[config.mk]
export PLATFORM = sky130hd
export DESIGN_NAME = mac_unit
export DESIGN_NICKNAME = d
export VERILOG_FILES = /design/src/rtl/mac_pkg.sv /design/src/rtl/mac_decode.sv /design/src/rtl/mac_opcheck.sv /design/src/rtl/mac_arith.sv /design/src/rtl/mac_unit.sv
export SDC_FILE = /design/constraint.sdc
export NUM_CORES = 2
export LEC_CHECK = 0
export BUFFER_PORTS_ARGS = -buffer_cell sky130_fd_sc_hd__buf_2
export CORE_ASPECT_RATIO = 1.4
export CORE_MARGIN = 2
export CORE_UTILIZATION = 40
export CTS_CLUSTER_SIZE = 24
export DETAILED_ROUTE_END_ITERATION = 16
export GPL_ROUTABILITY_DRIVEN = 0
export HOLD_SLACK_MARGIN = 0.12
export PLACE_DENSITY_LB_ADDON = 0.08
export SLEW_MARGIN = 0
export SYNTH_ARGS = -nofsm -noshare
export SYNTH_HDL_FRONTEND = slang
export SYNTH_HIERARCHICAL = 1
export SYNTH_SLANG_ARGS = --single-unit
export TNS_END_PERCENT = 100
[constraint.sdc]
create_clock -name clk -period 19.25 [get_ports clk]
set_clock_uncertainty 0.2 [all_clocks]
set_input_delay 1.925 -clock clk [delete_from_list [all_inputs] [get_ports clk]]
set_output_delay 1.925 -clock clk [all_outputs]
set_load 0.005 [all_outputs]
[src/rtl/mac_pkg.sv]
package mac_pkg;
  localparam int DST_W = 5;

  typedef struct packed {
    logic             acc;
    logic             sub;
    logic             uns;
    logic             sat;
    logic             shrt;
    logic             dbl;
    logic             hi_sel;
    logic [DST_W-1:0] dst;
  } mac_ctrl_t;
endpackage

[src/rtl/mac_decode.sv]
module mac_decode
  import mac_pkg::*;
(
  input  logic [15:0] word,
  output mac_ctrl_t   ctrl,
  output logic        recog
);
  logic fam_sat;
  logic fam_mul;

  // saturable accumulate family: low field 10100x, bits 8:7 clear
  assign fam_sat = (word[5:1] == 5'b10100) && (word[8:7] == 2'b00);
  // multiply family: bit 10 clear, bit 6 set, bits 5:1 = 01100
  assign fam_mul = !word[10] && word[6] && (word[5:1] == 5'b01100);

  assign recog = fam_sat || fam_mul;

  always_comb begin
    ctrl        = '0;
    ctrl.dst    = word[15:11];
    ctrl.hi_sel = word[9];
    if (fam_sat) begin
      ctrl.acc  = 1'b1;
      ctrl.sub  = 1'b0;
      ctrl.uns  = word[6];
      ctrl.sat  = word[10];
      ctrl.shrt = word[10];
      ctrl.dbl  = word[0];
    end else if (fam_mul) begin
      ctrl.acc  = word[8];
      ctrl.sub  = word[7];
      ctrl.uns  = word[0];
    end
  end
endmodule

[src/rtl/mac_opcheck.sv]
module mac_opcheck #(
  parameter int HALF_W  = 32,
  parameter int SHORT_W = 16
) (
  input  logic [2*HALF_W-1:0] a,
  input  logic [2*HALF_W-1:0] b,
  input  logic                uns,
  input  logic                shrt,
  output logic                legal
);
  localparam int DATA_W = 2 * HALF_W;

  logic [1:0] ok;

  for (genvar i = 0; i < 2; i++) begin : g_opnd
    logic [DATA_W-1:0] v;
    logic [DATA_W-1:0] sx_half;
    logic [DATA_W-1:0] sx_short;
    logic [DATA_W-1:0] zx_short;
    assign v        = (i == 0) ? a : b;
    assign sx_half  = {{HALF_W{v[HALF_W-1]}}, v[HALF_W-1:0]};
    assign sx_short = {{(DATA_W-SHORT_W){v[SHORT_W-1]}}, v[SHORT_W-1:0]};
    assign zx_short = {{(DATA_W-SHORT_W){1'b0}}, v[SHORT_W-1:0]};
    always_comb begin
      if (!shrt)    ok[i] = (v == sx_half);
      else if (uns) ok[i] = (v == zx_short);
      else          ok[i] = (v == sx_short);
    end
  end

  assign legal = &ok;
endmodule

[src/rtl/mac_arith.sv]
module mac_arith #(
  parameter int HALF_W = 32
) (
  input  logic [HALF_W-1:0]   a_lo,
  input  logic [HALF_W-1:0]   b_lo,
  input  logic [2*HALF_W-1:0] lhs,
  input  logic                uns,
  input  logic                sub,
  input  logic                sat,
  output logic [2*HALF_W-1:0] res
);
  localparam int DATA_W = 2 * HALF_W;
  localparam logic [DATA_W-1:0] POS_MAX = {{(HALF_W+1){1'b0}}, {(HALF_W-1){1'b1}}};
  localparam logic [DATA_W-1:0] NEG_MIN = {{(HALF_W+1){1'b1}}, {(HALF_W-1){1'b0}}};

  logic [DATA_W-1:0] mx, my, prod, raw;

  assign mx   = uns ? {{HALF_W{1'b0}}, a_lo} : {{HALF_W{a_lo[HALF_W-1]}}, a_lo};
  assign my   = uns ? {{HALF_W{1'b0}}, b_lo} : {{HALF_W{b_lo[HALF_W-1]}}, b_lo};
  // low DATA_W bits of the product are the same for both signednesses
  assign prod = mx * my;
  assign raw  = sub ? (lhs - prod) : (lhs + prod);

  always_comb begin
    res = raw;
    if (sat) begin
      if (uns) begin
        if (raw[DATA_W-1:HALF_W] != '0) res = '1;
      end else if (raw != {{HALF_W{raw[HALF_W-1]}}, raw[HALF_W-1:0]}) begin
        res = raw[DATA_W-1] ? NEG_MIN : POS_MAX;
      end
    end
  end
endmodule

[src/rtl/mac_unit.sv]
module mac_unit
  import mac_pkg::*;
#(
  parameter int HALF_W  = 32,
  parameter int SHORT_W = 16
) (
  input  logic                clk,
  input  logic                rst,
  input  logic                op_valid,
  input  logic [15:0]         op_word,
  input  logic [2*HALF_W-1:0] src_a,
  input  logic [2*HALF_W-1:0] src_b,
  output logic                wr_valid,
  output logic [DST_W-1:0]    wr_index,
  output logic [2*HALF_W-1:0] wr_data,
  output logic                op_error,
  output logic [2*HALF_W-1:0] acc_hi,
  output logic [2*HALF_W-1:0] acc_lo
);
  localparam int DATA_W = 2 * HALF_W;

  mac_ctrl_t         ctrl;
  logic              recog, legal, accept;
  logic [DATA_W-1:0] hi_q, lo_q, lhs, res, hi_n, lo_n;

  mac_decode u_dec (
    .word  (op_word),
    .ctrl  (ctrl),
    .recog (recog)
  );

  mac_opcheck #(.HALF_W(HALF_W), .SHORT_W(SHORT_W)) u_chk_op (
    .a     (src_a),
    .b     (src_b),
    .uns   (ctrl.uns),
    .shrt  (ctrl.shrt),
    .legal (legal)
  );

  always_comb begin
    if (!ctrl.acc)     lhs = '0;
    else if (ctrl.dbl) lhs = lo_q;
    else               lhs = {hi_q[HALF_W-1:0], lo_q[HALF_W-1:0]};
  end

  mac_arith #(.HALF_W(HALF_W)) u_arith (
    .a_lo (src_a[HALF_W-1:0]),
    .b_lo (src_b[HALF_W-1:0]),
    .lhs  (lhs),
    .uns  (ctrl.uns),
    .sub  (ctrl.sub),
    .sat  (ctrl.sat),
    .res  (res)
  );

  always_comb begin
    if (ctrl.dbl) begin
      lo_n = res;
      hi_n = hi_q;
    end else begin
      lo_n = {{HALF_W{res[HALF_W-1]}}, res[HALF_W-1:0]};
      hi_n = {{HALF_W{res[DATA_W-1]}}, res[DATA_W-1:HALF_W]};
    end
  end

  assign accept = op_valid && recog;

  always_ff @(posedge clk) begin
    if (rst) begin
      hi_q     <= '0;
      lo_q     <= '0;
      wr_valid <= 1'b0;
      wr_index <= '0;
      wr_data  <= '0;
      op_error <= 1'b0;
    end else begin
      wr_valid <= 1'b0;
      op_error <= 1'b0;
      if (accept) begin
        if (!legal) begin
          op_error <= 1'b1;
        end else begin
          hi_q <= hi_n;
          lo_q <= lo_n;
          if (ctrl.dst != '0) begin
            wr_valid <= 1'b1;
            wr_index <= ctrl.dst;
            wr_data  <= ctrl.hi_sel ? hi_n : lo_n;
          end
        end
      end
    end
  end

  assign acc_hi = hi_q;
  assign acc_lo = lo_q;
endmodule

# [Yosys cells after proc, flatten, opt, wreduce, memory -nomap -nowiden]
# Index checks and enable logic that the tools add are counted.
# W data, S select, Z words.
[totals] regBits=199 word_cells=56
[classes] addsub=2 mul=1 eq_ne=7 mux=22 bitwise_logic=2 n_reduce_logical=16
[op_table] operator="$mux W64" count=13
[op_table] operator="$eq A48 B48 Y1" count=2
[op_table] operator="$logic_not A48 Y1" count=2
[op_table] operator="$add A64 B64 Y64" count=1
[op_table] operator="$eq A32 B32 Y1" count=2
[op_table] operator="$mul A64 B64 Y64" count=1
[op_table] operator="$sub A64 B64 Y64" count=1
[op_table] operator="$ne A32 B32 Y1" count=1
[op_table] operator="$reduce_bool A32 Y1" count=1
[op_table] operator="$mux W3" count=3
[op_table] operator="$mux W1" count=6
[op_table] operator="$eq A5 B4 Y1 const B" count=1
[op_table] operator="$eq A5 B5 Y1 const B" count=1
[op_table] operator="$reduce_bool A5 Y1" count=1
[op_table] operator="$logic_and A1 B1 Y1" count=4
[op_table] operator="$reduce_and A4 Y1" count=1
[op_table] operator="$reduce_and A3 Y1" count=1
[op_table] operator="$reduce_or A3 Y1" count=1
[op_table] operator="$logic_not A2 Y1" count=1
[op_table] operator="$not A1 Y1" count=2
[op_table] operator="$reduce_and A2 Y1" count=1
[op_table] operator="$reduce_or A2 Y1" count=1
[op_table] operator="$logic_not A1 Y1" count=1
[op_table] operator="$logic_or A1 B1 Y1" count=1

# [Depth between registers and ports, before layout]
[logic_depth] depth_word=15 ltp_mapped=63 mapped_depth_nobuf=56

# [By module]
# Netlist, hierarchy kept.
[by_module_without_submodules] mod="mac_arith" n_inst=1 cells_per_inst=6177 area_each_um2=54775.0 seq_area_each_um2=0.0
[by_module_without_submodules] mod="mac_unit" n_inst=1 cells_per_inst=1078 area_each_um2=9530.4 seq_area_each_um2=3983.8
[by_module_without_submodules] mod="mac_opcheck" n_inst=1 cells_per_inst=86 area_each_um2=568.0 seq_area_each_um2=0.0
[by_module_without_submodules] mod="mac_decode" n_inst=1 cells_per_inst=21 area_each_um2=153.9 seq_area_each_um2=0.0

# [Worst setup path before layout]
# OpenSTA, ideal clock, no wires.
[synth_timing] path_type="input port to flip-flop" startpoint="input port op_word[10]" endpoint="register wr_data[56]" setup_time_ns=0.134 arrival_time_ns=15.378 t_required_ns=18.916 setup_slack_ns=3.538 path_stages=55 path_cell_list="and4bb_2 > a22oi_1 > nor2_1 > buf_2 > nor2b_1 > clkbuf_1 > clkbuf_1 > nand2_1 > fa_1 > fa_1 > fa_1 > inv_1 > fa_1 > inv_1 > fa_1 > fa_1 > inv_1 > fa_1 > [... 19 more ...] > clkbuf_1 > a21oi_1 > o21ai_0 > or3_1 > or3_1 > o211a_1 > nor4b_1 > nand3_1 > or3_1 > nor3_1 > nor2b_1 > o21ai_2 > buf_2 > nand2_1 > clkbuf_1 > mux4_1 > a211oi_1 > a211oi_1"
[synth_rtl] item="from (decl)" line="mac_unit.sv:10" source="input logic [15:0] op_word,"
[synth_rtl] item="to (signal assigned)" line="mac_unit.sv:88" source="wr_data <= ctrl.hi_sel ? hi_n : lo_n;"
[synth_rtl] item="to (decl)" line="mac_unit.sv:15" source="output logic [2*HALF_W-1:0] wr_data,"

==> run_results.csv <==
group,metric,value,unit
outcome,run_status,"finished, final reports clean",
cts,cts_post_setup_buffers_inserted,0,
die,die-width,345,um
finish,nNetsFinal,9351,
synth,synth_warnings,6,
global_routing,globalRouteTotalUtil,0.273,
finish,finalCoreUtilization,0.427,
synth,syn_area_per_cell,8.83,um^2
die,placementRows,175,
synth,post_synth_edffs,0,
sta,final.min_clock_period,17.23,ns
synth,ys_types,106,
setup_path,cpPeakStageDelay,0.62,ns
place,detailed_place_hpwl,189000,um
run,maxCapViolations,0,
setup_path,worstReg2RegEnd,"wr_data[56]",
cts,cts_tree,"built",
sta,final_min_period_over_clock_period,0.895,
routing,drt-pass1-iter-count,7,
setup_path,cp_data_arrival_time,17.40,ns
synth,ys_async_sr_fraction,0,
synth,synth_top_family_by_area,"adder cells",
setup_path,timing.critical_path.required,19.42,ns
min_path,hold_depth,2,
synth,synth-simple-area-share,0.167,
cts,clock_tree.root_cell,"sky130_fd_sc_hd__clkbuf_16",
sta,relSlewSlack,0.200,
routing,vias,50750,
sta,setup_tns,0,ns
routing,ant_nets,0,
setup_path,timing_worst_setup_path_type,"primary input to register",
finish,area_delta_synth_final,6.29,%
synth,synth_flop_cell,"sky130_fd_sc_hd__dfxtp_1",
setup_path,worst_path_max_delay_cell,"sky130_fd_sc_hd__mux4_1",
routing,post_drt_wl_per_cell,23.6,um
die,floorplan.die.height,481,um
sta,fmax_achieved,58.0,MHz
synth,synth-seq-cells,199,
min_path,hp-start,"wr_data[1]",
setup_path,critical_path.startpoint_type,"primary input",
synth,post_synth_mux_area_share,0.0265,
synth,synth-seq-area-share,0.0613,
setup_path,timing.critical_path.to_type,"register",
synth,synthesis.instances,7362,
sta,drv_slew,0,
sta,grt_setup_unrepaired,"false",
routing,routed_wirelength,225000,um
finish,drive_above_1_share,0.0734,
synth,synthesis.area,65000,um^2
sta,actual_slew_at_the_worst_max_slew_pin,1.19,ns
synth,synth_compound_area_frac,0.0848,
setup_path,worstRegToRegCells,21,
cts,clock-sinks,199,
setup_path,worst_path_fanout_max,31,
place,port_buffers,345,
cts,cts_htree_levels,4,
global_routing,grt_overflow,0,
routing,vias_per_cell,5.32,
min_path,type_of_the_tightest_min_delay_check,"register to register",
cts,clk_pin_slew,0.08,ns
die,core,162000,um^2
cts,clk_path_buf_depth,3,
global_routing,vias_in_the_first_global_route,54828,
die,floorplan.initialDensity,0.401,
synth,synth_fp_nets,9306,
cts,post_cts.resized_instances,0,
global_routing,grt_start_max_net_pins,100,
global_routing,initial_antenna_violation_count,10,
min_path,worst_hold_path.endpoint,"wr_data[1]",
synth,adder_and_majority_gate_portion_of_the_synthesized_area,0.511,
sta,report.final.setup_viol,0,
cts,cts_inserted_buffers,25,
setup_path,cpMostUsedCell,"sky130_fd_sc_hd__fa_1",
global_routing,global_route_wire_length_before_repair,341000,um
routing,post-route-drc-count,0,
sta,hold_viol_final,0,
cts,clkLatencyLatePin,0.52,ns
finish,final_common_cell,"sky130_fd_sc_hd__inv_1",
finish,final_cell_mix,"sky130_fd_sc_hd__inv_1, sky130_fd_sc_hd__fa_1, sky130_fd_sc_hd__nand2_1, sky130_fd_sc_hd__and2_1, sky130_fd_sc_hd__ha_1",
die,num_io_pins,346,
setup_path,r2r-start,"acc_hi[0]",
synth,synth_xor_xnor_area_share,0.0303,
cts,hold_buffers,0,
die,die_area,166000,um^2
setup_path,reg2reg_slack,12.25,ns
routing,drt_first_iter_violations,2857,
==> metrics by stage <==
| step | cell area, um^2 | hold WS (ns) | setup slack, ns | std cells |
|---|---|---|---|---|
| after floorplan | 65000 | 0.250 | 3.54 | 7362 |
| after global placement | 68300 | 0.243 | 1.59 | 9504 |
| after detailed placement | 68300 | 0.250 | 1.49 | 9504 |
| after CTS | 69100 | 0.260 | 2.02 | 9537 |
| after global routing | 69100 | 0.282 | 1.18 | 9537 |
| final | 69100 | 0.255 | 2.02 | 9543 |
==> worst max-delay path, delay by kind of cell <==
family / cells / cell delay (ns)
buffers and inverters: 10 / 1.56
muxes: 1 / 0.62
AOI/OAI and AO/OA: 15 / 4.11
xor gates and xnor gates: 2 / 0.46
and+or+nand+nor: 13 / 2.71
adders and majority gates: 12 / 5.96
==> synthesized netlist by cell type (7+ instances only) <==
master                     number  share of area
sky130_fd_sc_hd__inv_1       1592          0.092
sky130_fd_sc_hd__fa_1        1434           0.44
sky130_fd_sc_hd__nand2_1      908          0.052
sky130_fd_sc_hd__and2_1       606          0.058
sky130_fd_sc_hd__ha_1         363          0.070
sky130_fd_sc_hd__clkbuf_1     315          0.018
sky130_fd_sc_hd__a21oi_1      282          0.022
sky130_fd_sc_hd__nor2_1       223          0.013
sky130_fd_sc_hd__dfxtp_1      199          0.061
sky130_fd_sc_hd__xnor2_1      147          0.020
sky130_fd_sc_hd__a211oi_1     123          0.014
sky130_fd_sc_hd__o21ai_0      103         0.0079
sky130_fd_sc_hd__mux2i_1      101          0.016
sky130_fd_sc_hd__nor3_1        78         0.0060
sky130_fd_sc_hd__xor2_1        72         0.0097
sky130_fd_sc_hd__nand4_1       65         0.0063
sky130_fd_sc_hd__nor2b_1       58         0.0056
sky130_fd_sc_hd__buf_2         55         0.0042
sky130_fd_sc_hd__o21a_1        51         0.0059
sky130_fd_sc_hd__a21o_1        48         0.0055
sky130_fd_sc_hd__a211o_1       44         0.0059
sky130_fd_sc_hd__nand3_1       44         0.0034
sky130_fd_sc_hd__nor4_1        34         0.0033
sky130_fd_sc_hd__a31oi_1       29         0.0028
sky130_fd_sc_hd__and3_1        29         0.0028
sky130_fd_sc_hd__mux4_2        27         0.0094
sky130_fd_sc_hd__and4_1        25         0.0034
sky130_fd_sc_hd__nand2b_1      21         0.0020
sky130_fd_sc_hd__o211ai_1      21         0.0024
sky130_fd_sc_hd__o21ai_1       17         0.0013
sky130_fd_sc_hd__o21bai_1      17         0.0020
sky130_fd_sc_hd__or3_1         14         0.0013
sky130_fd_sc_hd__buf_4         11         0.0013
sky130_fd_sc_hd__buf_6         11         0.0019
sky130_fd_sc_hd__or2_2         10        0.00096
sky130_fd_sc_hd__buf_1          9        0.00052
sky130_fd_sc_hd__o31ai_1        9         0.0010
sky130_fd_sc_hd__a21boi_0       7        0.00081
sky130_fd_sc_hd__nor3b_1        7        0.00081
==> worst max-delay path by stage <==
stage,start,to,slack (ns),depth (start not counted)
global placement,op_word[4],wr_data[56],1.59,54
finish,op_word[4],wr_data[56],2.02,53
detailed placement,op_word[8],wr_data[63],1.49,53
global route,op_word[4],wr_data[53],1.18,54
CTS,op_word[8],wr_data[63],2.02,53
floorplan,op_word[10],wr_data[56],3.54,55
==> state kept, by name, indices dropped and copies added (netlist names) <==
name      cells
op_error      1
wr_index      5
wr_valid      1
acc_hi       64
acc_lo       64
wr_data      64
==> area by class of cell <==
class / count / area [um^2]
Multi-Input combinational cell: 5168 / 53400
Timing Repair Buffer: 420 / 2310
Tap cell: 2124 / 2660
Fill cell: 16374 / 92900
Clock inverter: 7 / 141
Sequential cell: 199 / 3980
Clock buffer: 26 / 629
Antenna cell: 6 / 15.0
Inverter: 1593 / 5980
==> layer usage <==
layer	global-route usage	vias up	share of wire
met1	0.338	26186	0.41
li1	-	22607	-
met2	0.483	1574	0.50
met5	0	-	0.00022
met3	0.0269	375	0.049
met4	0.115	8	0.047
==> kinds of logic after synthesis <==
kind of cell	count (synthesis)
AND/OR/NAND/NOR	2175
buffers and inverters	1995
adder cells (fa/ha/maj)	1798
AO/OA/AOI/OAI	842
XOR/XNOR	221
flip-flops	199
multiplexers	132
Power is not shown: default switching activity piles up to over one toggle a cycle in this logic, so the estimate is an artifact.
